### config.mk
export PLATFORM = sky130hd
export DESIGN_NAME = ecc_err_status
export DESIGN_NICKNAME = d
export VERILOG_FILES = /design/src/rtl/ecc_stat_pkg.sv /design/src/rtl/ecc_evt_slot.sv /design/src/rtl/ecc_mode_dec.sv /design/src/rtl/ecc_reg_rd.sv /design/src/rtl/ecc_err_status.sv
export SDC_FILE = /design/constraint.sdc
export NUM_CORES = 1
export LEC_CHECK = 0
export BUFFER_PORTS_ARGS = -buffer_cell sky130_fd_sc_hd__clkbuf_2
export CAP_MARGIN = 20
export CORE_AREA = 2 2 166 168
export CTS_CLUSTER_SIZE = 12
export DETAILED_ROUTE_END_ITERATION = 10
export DIE_AREA = 0 0 168 170
export PLACE_DENSITY = 0.72
export SLEW_MARGIN = 5
export SYNTH_ARGS = -nofsm -noshare
export SYNTH_HDL_FRONTEND = slang
export SYNTH_SLANG_ARGS = --single-unit
### constraint.sdc
create_clock -name clk -period 10.1 [get_ports clk]
set_input_delay 0.505 -clock clk [delete_from_list [all_inputs] [get_ports clk]]
set_output_delay 0.505 -clock clk [all_outputs]
set_load 0.02 [all_outputs]
### src/rtl/ecc_stat_pkg.sv
package ecc_stat_pkg;
  localparam int REG_W   = 32;
  localparam int REG_AW  = 4;
  localparam int SYN_W   = 8;
  localparam int EADDR_W = 32;
  localparam int EDATA_W = 64;
  localparam int RADDR_W = 64;
  localparam int NSTAT   = 7;
  localparam int ECAP_W  = EADDR_W + EDATA_W;

  localparam logic [REG_AW-1:0] A_STAT    = 4'd0;
  localparam logic [REG_AW-1:0] A_MASK    = 4'd1;
  localparam logic [REG_AW-1:0] A_MODE    = 4'd2;
  localparam logic [REG_AW-1:0] A_RNG_LO  = 4'd3;
  localparam logic [REG_AW-1:0] A_RNG_HI  = 4'd4;
  localparam logic [REG_AW-1:0] A_COR_ADR = 4'd5;
  localparam logic [REG_AW-1:0] A_COR_DLO = 4'd6;
  localparam logic [REG_AW-1:0] A_COR_DHI = 4'd7;
  localparam logic [REG_AW-1:0] A_UNC_ADR = 4'd8;
  localparam logic [REG_AW-1:0] A_UNC_DLO = 4'd9;
  localparam logic [REG_AW-1:0] A_UNC_DHI = 4'd10;

  typedef enum logic [1:0] {
    MODE_DETACH = 2'b00,
    MODE_NOUPD  = 2'b01,
    MODE_FULL   = 2'b10,
    MODE_RSVD   = 2'b11
  } ecc_mode_e;
endpackage

### src/rtl/ecc_evt_slot.sv
// One error class: first-event flag, overflow flag, first-event capture.
module ecc_evt_slot #(
  parameter int CAP_W = 64
) (
  input  logic             clk,
  input  logic             rst_n,
  input  logic             ev,
  input  logic             ack_first,
  input  logic             ack_multi,
  input  logic [CAP_W-1:0] cap_in,
  output logic             first_q,
  output logic             multi_q,
  output logic [CAP_W-1:0] cap_q
);
  logic             occupied;
  logic             load;
  logic             first_d;
  logic             multi_d;
  logic [CAP_W-1:0] cap_d;

  always_comb begin
    // A flag being acknowledged this cycle no longer blocks a fresh capture.
    occupied = first_q & ~ack_first;
    load     = ev & ~occupied;
    first_d  = occupied | ev;
    multi_d  = (multi_q & ~ack_multi) | (ev & occupied);
    cap_d    = load ? cap_in : cap_q;
  end

  always_ff @(posedge clk or negedge rst_n) begin
    if (!rst_n) begin
      first_q <= 1'b0;
      multi_q <= 1'b0;
      cap_q   <= '0;
    end else begin
      first_q <= first_d;
      multi_q <= multi_d;
      cap_q   <= cap_d;
    end
  end
endmodule

### src/rtl/ecc_mode_dec.sv
module ecc_mode_dec
  import ecc_stat_pkg::*;
(
  input  ecc_mode_e mode,
  output logic      upd_en,
  output logic      rd_en
);
  always_comb begin
    unique case (mode)
      MODE_FULL:  begin upd_en = 1'b1; rd_en = 1'b1; end
      MODE_NOUPD: begin upd_en = 1'b0; rd_en = 1'b1; end
      default:    begin upd_en = 1'b0; rd_en = 1'b0; end
    endcase
  end
endmodule

### src/rtl/ecc_reg_rd.sv
module ecc_reg_rd
  import ecc_stat_pkg::*;
(
  input  logic [REG_AW-1:0]  addr,
  input  logic [NSTAT-1:0]   stat,
  input  logic [SYN_W-1:0]   syn,
  input  logic [NSTAT-1:0]   mask,
  input  ecc_mode_e          mode,
  input  logic [RADDR_W-1:0] rng_cap,
  input  logic [ECAP_W-1:0]  cor_cap,
  input  logic [ECAP_W-1:0]  unc_cap,
  output logic [REG_W-1:0]   rdata
);
  always_comb begin
    rdata = '0;
    unique case (addr)
      A_STAT:    begin rdata[NSTAT-1:0] = stat; rdata[23:16] = syn; end
      A_MASK:    rdata[NSTAT-1:0] = mask;
      A_MODE:    rdata[1:0] = mode;
      A_RNG_LO:  rdata = rng_cap[31:0];
      A_RNG_HI:  rdata = rng_cap[63:32];
      A_COR_ADR: rdata = cor_cap[31:0];
      A_COR_DLO: rdata = cor_cap[63:32];
      A_COR_DHI: rdata = cor_cap[95:64];
      A_UNC_ADR: rdata = unc_cap[31:0];
      A_UNC_DLO: rdata = unc_cap[63:32];
      A_UNC_DHI: rdata = unc_cap[95:64];
      default:   rdata = '0;
    endcase
  end
endmodule

### src/rtl/ecc_err_status.sv
module ecc_err_status
  import ecc_stat_pkg::*;
(
  input  logic               clk,
  input  logic               rst_n,
  input  logic               reg_wr,
  input  logic [REG_AW-1:0]  reg_addr,
  input  logic [REG_W-1:0]   reg_wdata,
  output logic [REG_W-1:0]   reg_rdata,
  input  logic               ev_range,
  input  logic [RADDR_W-1:0] ev_range_addr,
  input  logic               ev_corr,
  input  logic               ev_uncorr,
  input  logic [EADDR_W-1:0] ev_addr,
  input  logic [EDATA_W-1:0] ev_data,
  input  logic [SYN_W-1:0]   ev_syndrome,
  input  logic               init_done,
  output logic               chk_upd_en,
  output logic               chk_rd_en,
  output logic               irq
);
  // Reset: asserted asynchronously, released through two flops.
  logic [1:0] rst_pipe_q;
  logic       rst_sync_n;

  always_ff @(posedge clk or negedge rst_n) begin
    if (!rst_n) rst_pipe_q <= 2'b00;
    else        rst_pipe_q <= {rst_pipe_q[0], 1'b1};
  end
  assign rst_sync_n = rst_pipe_q[1];

  logic                stat_wr, mask_wr, mode_wr;
  logic [NSTAT-1:0]    ack;
  logic                corr_acc, unc_acc;
  logic [NSTAT-1:0]    stat;
  logic [NSTAT-1:0]    mask_q, mask_d;
  ecc_mode_e           mode_q, mode_d;
  logic [SYN_W-1:0]    syn_q, syn_d;
  logic                init_q, init_d;
  logic                rng_first, rng_multi;
  logic                cor_first, cor_multi;
  logic                unc_first, unc_multi;
  logic [RADDR_W-1:0]  rng_cap;
  logic [ECAP_W-1:0]   corr_cap;
  logic [ECAP_W-1:0]   unc_cap;
  logic                unused_wdata;

  assign unused_wdata = ^reg_wdata[REG_W-1:NSTAT];

  always_comb begin
    stat_wr  = reg_wr && (reg_addr == A_STAT);
    mask_wr  = reg_wr && (reg_addr == A_MASK);
    mode_wr  = reg_wr && (reg_addr == A_MODE);
    ack      = stat_wr ? reg_wdata[NSTAT-1:0] : '0;
    corr_acc = ev_corr   & chk_rd_en;
    unc_acc  = ev_uncorr & chk_rd_en;
  end

  ecc_evt_slot #(.CAP_W(RADDR_W)) u_rng (
    .clk(clk), .rst_n(rst_sync_n), .ev(ev_range),
    .ack_first(ack[0]), .ack_multi(ack[1]), .cap_in(ev_range_addr),
    .first_q(rng_first), .multi_q(rng_multi), .cap_q(rng_cap));

  ecc_evt_slot #(.CAP_W(ECAP_W)) u_cor (
    .clk(clk), .rst_n(rst_sync_n), .ev(corr_acc),
    .ack_first(ack[2]), .ack_multi(ack[3]), .cap_in({ev_data, ev_addr}),
    .first_q(cor_first), .multi_q(cor_multi), .cap_q(corr_cap));

  ecc_evt_slot #(.CAP_W(ECAP_W)) u_unc (
    .clk(clk), .rst_n(rst_sync_n), .ev(unc_acc),
    .ack_first(ack[4]), .ack_multi(ack[5]), .cap_in({ev_data, ev_addr}),
    .first_q(unc_first), .multi_q(unc_multi), .cap_q(unc_cap));

  // Next-state logic for the registers local to the top.
  always_comb begin
    init_d = (init_q & ~ack[6]) | init_done;
    syn_d  = (corr_acc | unc_acc) ? ev_syndrome : syn_q;
    mask_d = mask_wr ? reg_wdata[NSTAT-1:0] : mask_q;
    mode_d = mode_wr ? ecc_mode_e'(reg_wdata[1:0]) : mode_q;
  end

  always_ff @(posedge clk or negedge rst_sync_n) begin
    if (!rst_sync_n) begin
      init_q <= 1'b0;
      syn_q  <= '0;
      mask_q <= '1;
      mode_q <= MODE_FULL;
    end else begin
      init_q <= init_d;
      syn_q  <= syn_d;
      mask_q <= mask_d;
      mode_q <= mode_d;
    end
  end

  assign stat = {init_q, unc_multi, unc_first, cor_multi, cor_first,
                 rng_multi, rng_first};
  assign irq  = |(stat & ~mask_q);

  ecc_mode_dec u_mode (
    .mode(mode_q), .upd_en(chk_upd_en), .rd_en(chk_rd_en));

  ecc_reg_rd u_rd (
    .addr(reg_addr), .stat(stat), .syn(syn_q), .mask(mask_q),
    .mode(mode_q), .rng_cap(rng_cap), .cor_cap(corr_cap),
    .unc_cap(unc_cap), .rdata(reg_rdata));
endmodule

* Yosys cells after proc, flatten, opt, wreduce, memory -nomap -nowiden
Cells that the tools add are included.
Operators by class: equality and inequality tests 12, mux-type cells 8, bitwise logic cells 35, reduce and logical (&&, ||, !) cells 6
Operators by type and width (count):
- case mux 8 bit (9 select lines) | 1
- case mux 9 bit (8 select lines) | 1
- case mux 8 bit (8 select lines) | 1
- case mux 5 bit (10 select lines) | 1
- case mux 2 bit (11 select lines) | 1
- equality test 4 x 3 -> 1 bit (second input constant) | 4
- AND 1 bit | 15
- equality test 4 bit (second input constant) | 3
- inverter 1 bit | 10
- equality test 4 x 2 -> 1 bit (second input constant) | 2
- bitwise OR 1 bit | 8
- AND 7 bit | 1
- 2-to-1 mux 7 bit | 1
- inverter 7 bit | 1
- OR reduction 7 bit | 1
- equality test 4 x 1 -> 1 bit (second input constant) | 1
- logical NOT 4 bit | 1
- logical AND 1 bit | 3
- equality test 2 x 1 -> 1 bit (second input constant) | 1
- equality test 2 bit (second input constant) | 1
- 2-to-1 mux 1 bit | 2
- OR reduction 2 bit | 1
Word-level totals: bits in registers 282, input port bits 211, output and inout port bits 35, word-level logic and storage cells 75

* Logic depth before layout (Yosys ltp)
depth in word-level cells 7, mapped depth 8, mapped depth without buffers 5

* Modules after synthesis
From an unflattened synthesis, not the netlist that was laid out.
Unflattened totals: cell total of the unflattened synthesis 938, area, all modules 13553.0 um2
By module, submodules not included:
- ecc_evt_slot at u_cor ... | times used 2, cells each 210, area an instance 3802.4 um2, seq. area each 2452.4 um2
- ecc_evt_slot at u_rng | times used 1, cells each 142, area an instance 2707.6 um2, seq. area each 1651.6 um2
- ecc_reg_rd | times used 1, cells each 307, area an instance 2307.2 um2, seq. area each 0.0 um2
- ecc_err_status | times used 1, cells each 66, area an instance 913.4 um2, seq. area each 510.5 um2
- ecc_mode_dec | times used 1, cells each 3, area an instance 20.0 um2, seq. area each 0.0 um2

* Least setup slack after synthesis
Ideal clock, no wire load.
path kind input to output, from input reg_addr[2], to output reg_rdata[7], arrival 1958 ps, required time 9595 ps, path slack 7637 ps, cell stages on the path 5, path buffers 2, path through buf_2 -> buf_1 -> mux2_2 -> a222oi_1 -> o21ai_0
Between the ends: word-level cells in the longest chain between the ends 2, elaborated cells between the ends (all ways) 9, classes of those cells eq/ne: 8; mux: 1
Ends and longest elaborated chain:
- from (decl) | RTL line ecc_err_status.sv:7 | input logic [REG_AW-1:0] reg_addr,
- equality test 4 bit (tied with other cells) | RTL line ecc_reg_rd.sv:16 | unique case (addr)
- case mux 9 bit (8 select lines) (*) | RTL line ecc_reg_rd.sv:16
- to (decl) | RTL line ecc_err_status.sv:9 | output logic [REG_W-1:0] reg_rdata,
Every way passes the cells marked *; elsewhere a longest branch is shown, timed or not.

* Worst setup path after layout
from input reg_addr[2], to output reg_rdata[15]
Same word-level chain as after synthesis.

==> flow_summary.json <==
{
  "r2r-end": "u_unc.cap_q[30]",
  "critPathBufInv": 3,
  "ys_types": 60,
  "fmax_mhz": 256.0,
  "crit_arrival_ns": 3.40,
  "whs_endpoint": "init_q",
  "cp_cell_sequence": "clkbuf_2, buf_4, nand2b_1, nor2_1, a22oi_1, o221ai_1, clkbuf_2",
  "diodes": 0,
  "final_cell_mix": "273 x dfrtp_1, 220 x clkbuf_2, 212 x mux2_2, 80 x mux2_4, 37 x a22oi_1",
  "htree_levels": 1,
  "holdCritStartpoint": "init_done",
  "rsz0062_at_grt": "false",
  "crit_path_start_kind": "primary input",
  "relSlewSlack": 0.1878,
  "hold_class": "in2reg",
  "cts_tree": "done",
  "postCtsSetupBuffers": 0,
  "fin_nets": 1366,
  "ff2ff_path_depth": 5,
  "rows": 60,
  "crit_family": "simple AND/OR/NAND/NOR gates",
  "critPathMaxStageDelay_ns": 0.76,
  "synthArstFlopShare": 1.000,
  "fillCellCount": 2154,
  "cap_viol_max_count": 0,
  "setup_viol": 0,
  "ant_nets": 0,
  "finalCriticalPeriod_ns": 3.906,
  "drcViolationCount": 0,
  "crit_slowest_cell": "nor2_1",
  "crit_top_cell": "clkbuf_2",
  "syn2layout_area_growth_pct": 18.01,
  "gp_congestion": 0.7991,
  "vdd_ir_drop_max_mv": 0.1627,
  "r2r-start": "mode_q[1]",
  "antenna_found_initial": 3,
  "die_w_um": 168,
  "routedWlPerCell_um": 24.37,
  "grt_pass1_wl_um": 56830,
  "required_ns": 9.60,
  "critPathCaptureType": "output pin",
  "cts_made_buffers": 31,
  "final_common_cell": "dfrtp_1",
  "drive_above_1_share": 0.5119,
  "power.total_uw": 3960,
  "synth_edf_count": 0,
  "vias_per_cell": 5.926,
  "die_area_um2": 28560,
  "hold_viol_final": 0,
  "core_um2": 26650,
  "clk_pin_slew_ns": 0.06,
  "syn_nets": 1162,
  "first_iter_violations": 708,
  "tns_ns": 0,
  "crit_type": "in2out",
  "synthFlopType": "dfrtp_1",
  "worst_pin_slew_ns": 1.213,
  "avgSynthCellArea_um2": 13.91,
  "synth_seq_cells": 282,
  "grt_pass1_vias": 9371,
  "hpwlAfterDp_um": 23850,
  "p_per_area_nw_per_um2": 254.0,
  "routed-via-count": 8990,
  "ys.warnings.count": 0,
  "ys_seq_area_frac": 0.5348,
  "initial_core_util": 0.4958,
  "cts_root_buffer": "clkbuf_16",
  "holdPathStages": 2,
  "status": "finished, final reports clean",
  "finalCritPeriodShare": 0.3868,
  "clock-sinks": 282,
  "wl_um": 36980,
  "pin_count": 246,
  "grt_usage": 0.2608,
  "synthCells": 950,
  "p_leak_uw": 0.007403,
  "fin_worst_skew_ns": 0.009728,
  "cp_max_fo": 59,
  "dr.pass1.iters": 5,
  "grt_max_degree": 201,
  "insertion_delay_ns": 0.55,
  "clk_path_buf_depth": 3,
  "die_y_um": 170,
  "drv_slew": 0,
  "io_buffers": 220,
  "syn_area_um2": 13210,
  "grt_remaining_overflow": 0,
  "r2r_slack_ns": 7.21
}
## state kept, by name, indices dropped and copies added, names as in the netlist, 2 cells and up
name and cells:
mask_q 7, syn_q 8, u_unc.cap_q 96, u_rng.cap_q 64
u_cor.cap_q 96, mode_q 2, rst_pipe_q 2
## cells in the mapped netlist, drive strengths merged (8+ instances only)
library cell	n	area share
mux2	292	0.27
dfrtp	274	0.52
buf	45	0.022
a22oi	37	0.021
a22o	34	0.023
nand2	32	0.0095
clkbuf	25	0.0071
nor2	17	0.0048
inv	15	0.0043
a32oi	14	0.0093
nor2b	13	0.0062
a221oi	12	0.0080
mux2i	12	0.0091
o21ai	11	0.0042
a222oi	10	0.0076
o22ai	10	0.0047
dfstp	8	0.016
o211ai	8	0.0045
## kinds of logic (layout without fill, tap and decap cells)
logic type,count (synthesis),count (layout),synth area share
other,1,1,0.0002838
AOI/OAI and AO/OA,172,172,0.1068
buffers and inverters,85,311,0.03305
DFF,282,282,0.5348
adders and majority gates,1,1,0.0009467
and+or+nand+nor,103,103,0.04005
muxes,306,306,0.2841
## metal layers
layer,track usage,wire (um),vias to the layer above
li1,-,-,3980
met1,0.3597,16000,4604
met2,0.4213,17230,338
met3,0.05581,2666,64
met4,0.06957,1060,4
met5,0,27,-
## worst max path at each step
stage | to | startpoint | cells after the start | slack (ns)
6_report | reg_rdata[15] | reg_addr[2] | 7 | 6.19
5_1_grt | reg_rdata[16] | reg_addr[0] | 8 | 6.12
4_1_cts | reg_rdata[25] | reg_addr[0] | 7 | 6.17
3_5_place_dp | reg_rdata[25] | reg_addr[0] | 7 | 6.16
3_3_place_gp | reg_rdata[25] | reg_addr[0] | 7 | 6.22
2_1_floorplan | init_q | rst_pipe_q[1] | 0 | 1.67
## final cells by class
type,instances,area (um^2),area share
tap,341,426.7,0.02736
inverter,15,56.30,0.003611
sequential,282,7071,0.4534
timing repair buffer,241,1314,0.08425
clock buffer,44,874.6,0.05609
clock inverter,11,107.6,0.006900
multi-input combinational,583,5744,0.3684
## stage by stage
step	utilization	instance area, um^2	hold slack [ns]	setup slack [ns]	cells
global route	0.5851	15590	0.1454	6.119	1517
global placement	0.5458	14550	0.2901	6.221	1459
floorplan	-	13210	0.2094	1.673	950
detailed placement	0.5458	14550	0.2927	6.161	1459
CTS	0.5831	15540	0.1327	6.166	1515
finish	0.5851	15590	0.1566	6.194	1517
## repair_timing
item                      in CTS  in global routing
resized for setup              0                  0
hold endpoints to repair       2                  0
hold buffers                   1                  0
## power by group
part	internal, uW	switching [uW]
combinational	621	372
clock	648	450
sequential	1610	262
No activity file was read; power rests on OpenSTA's default activity.
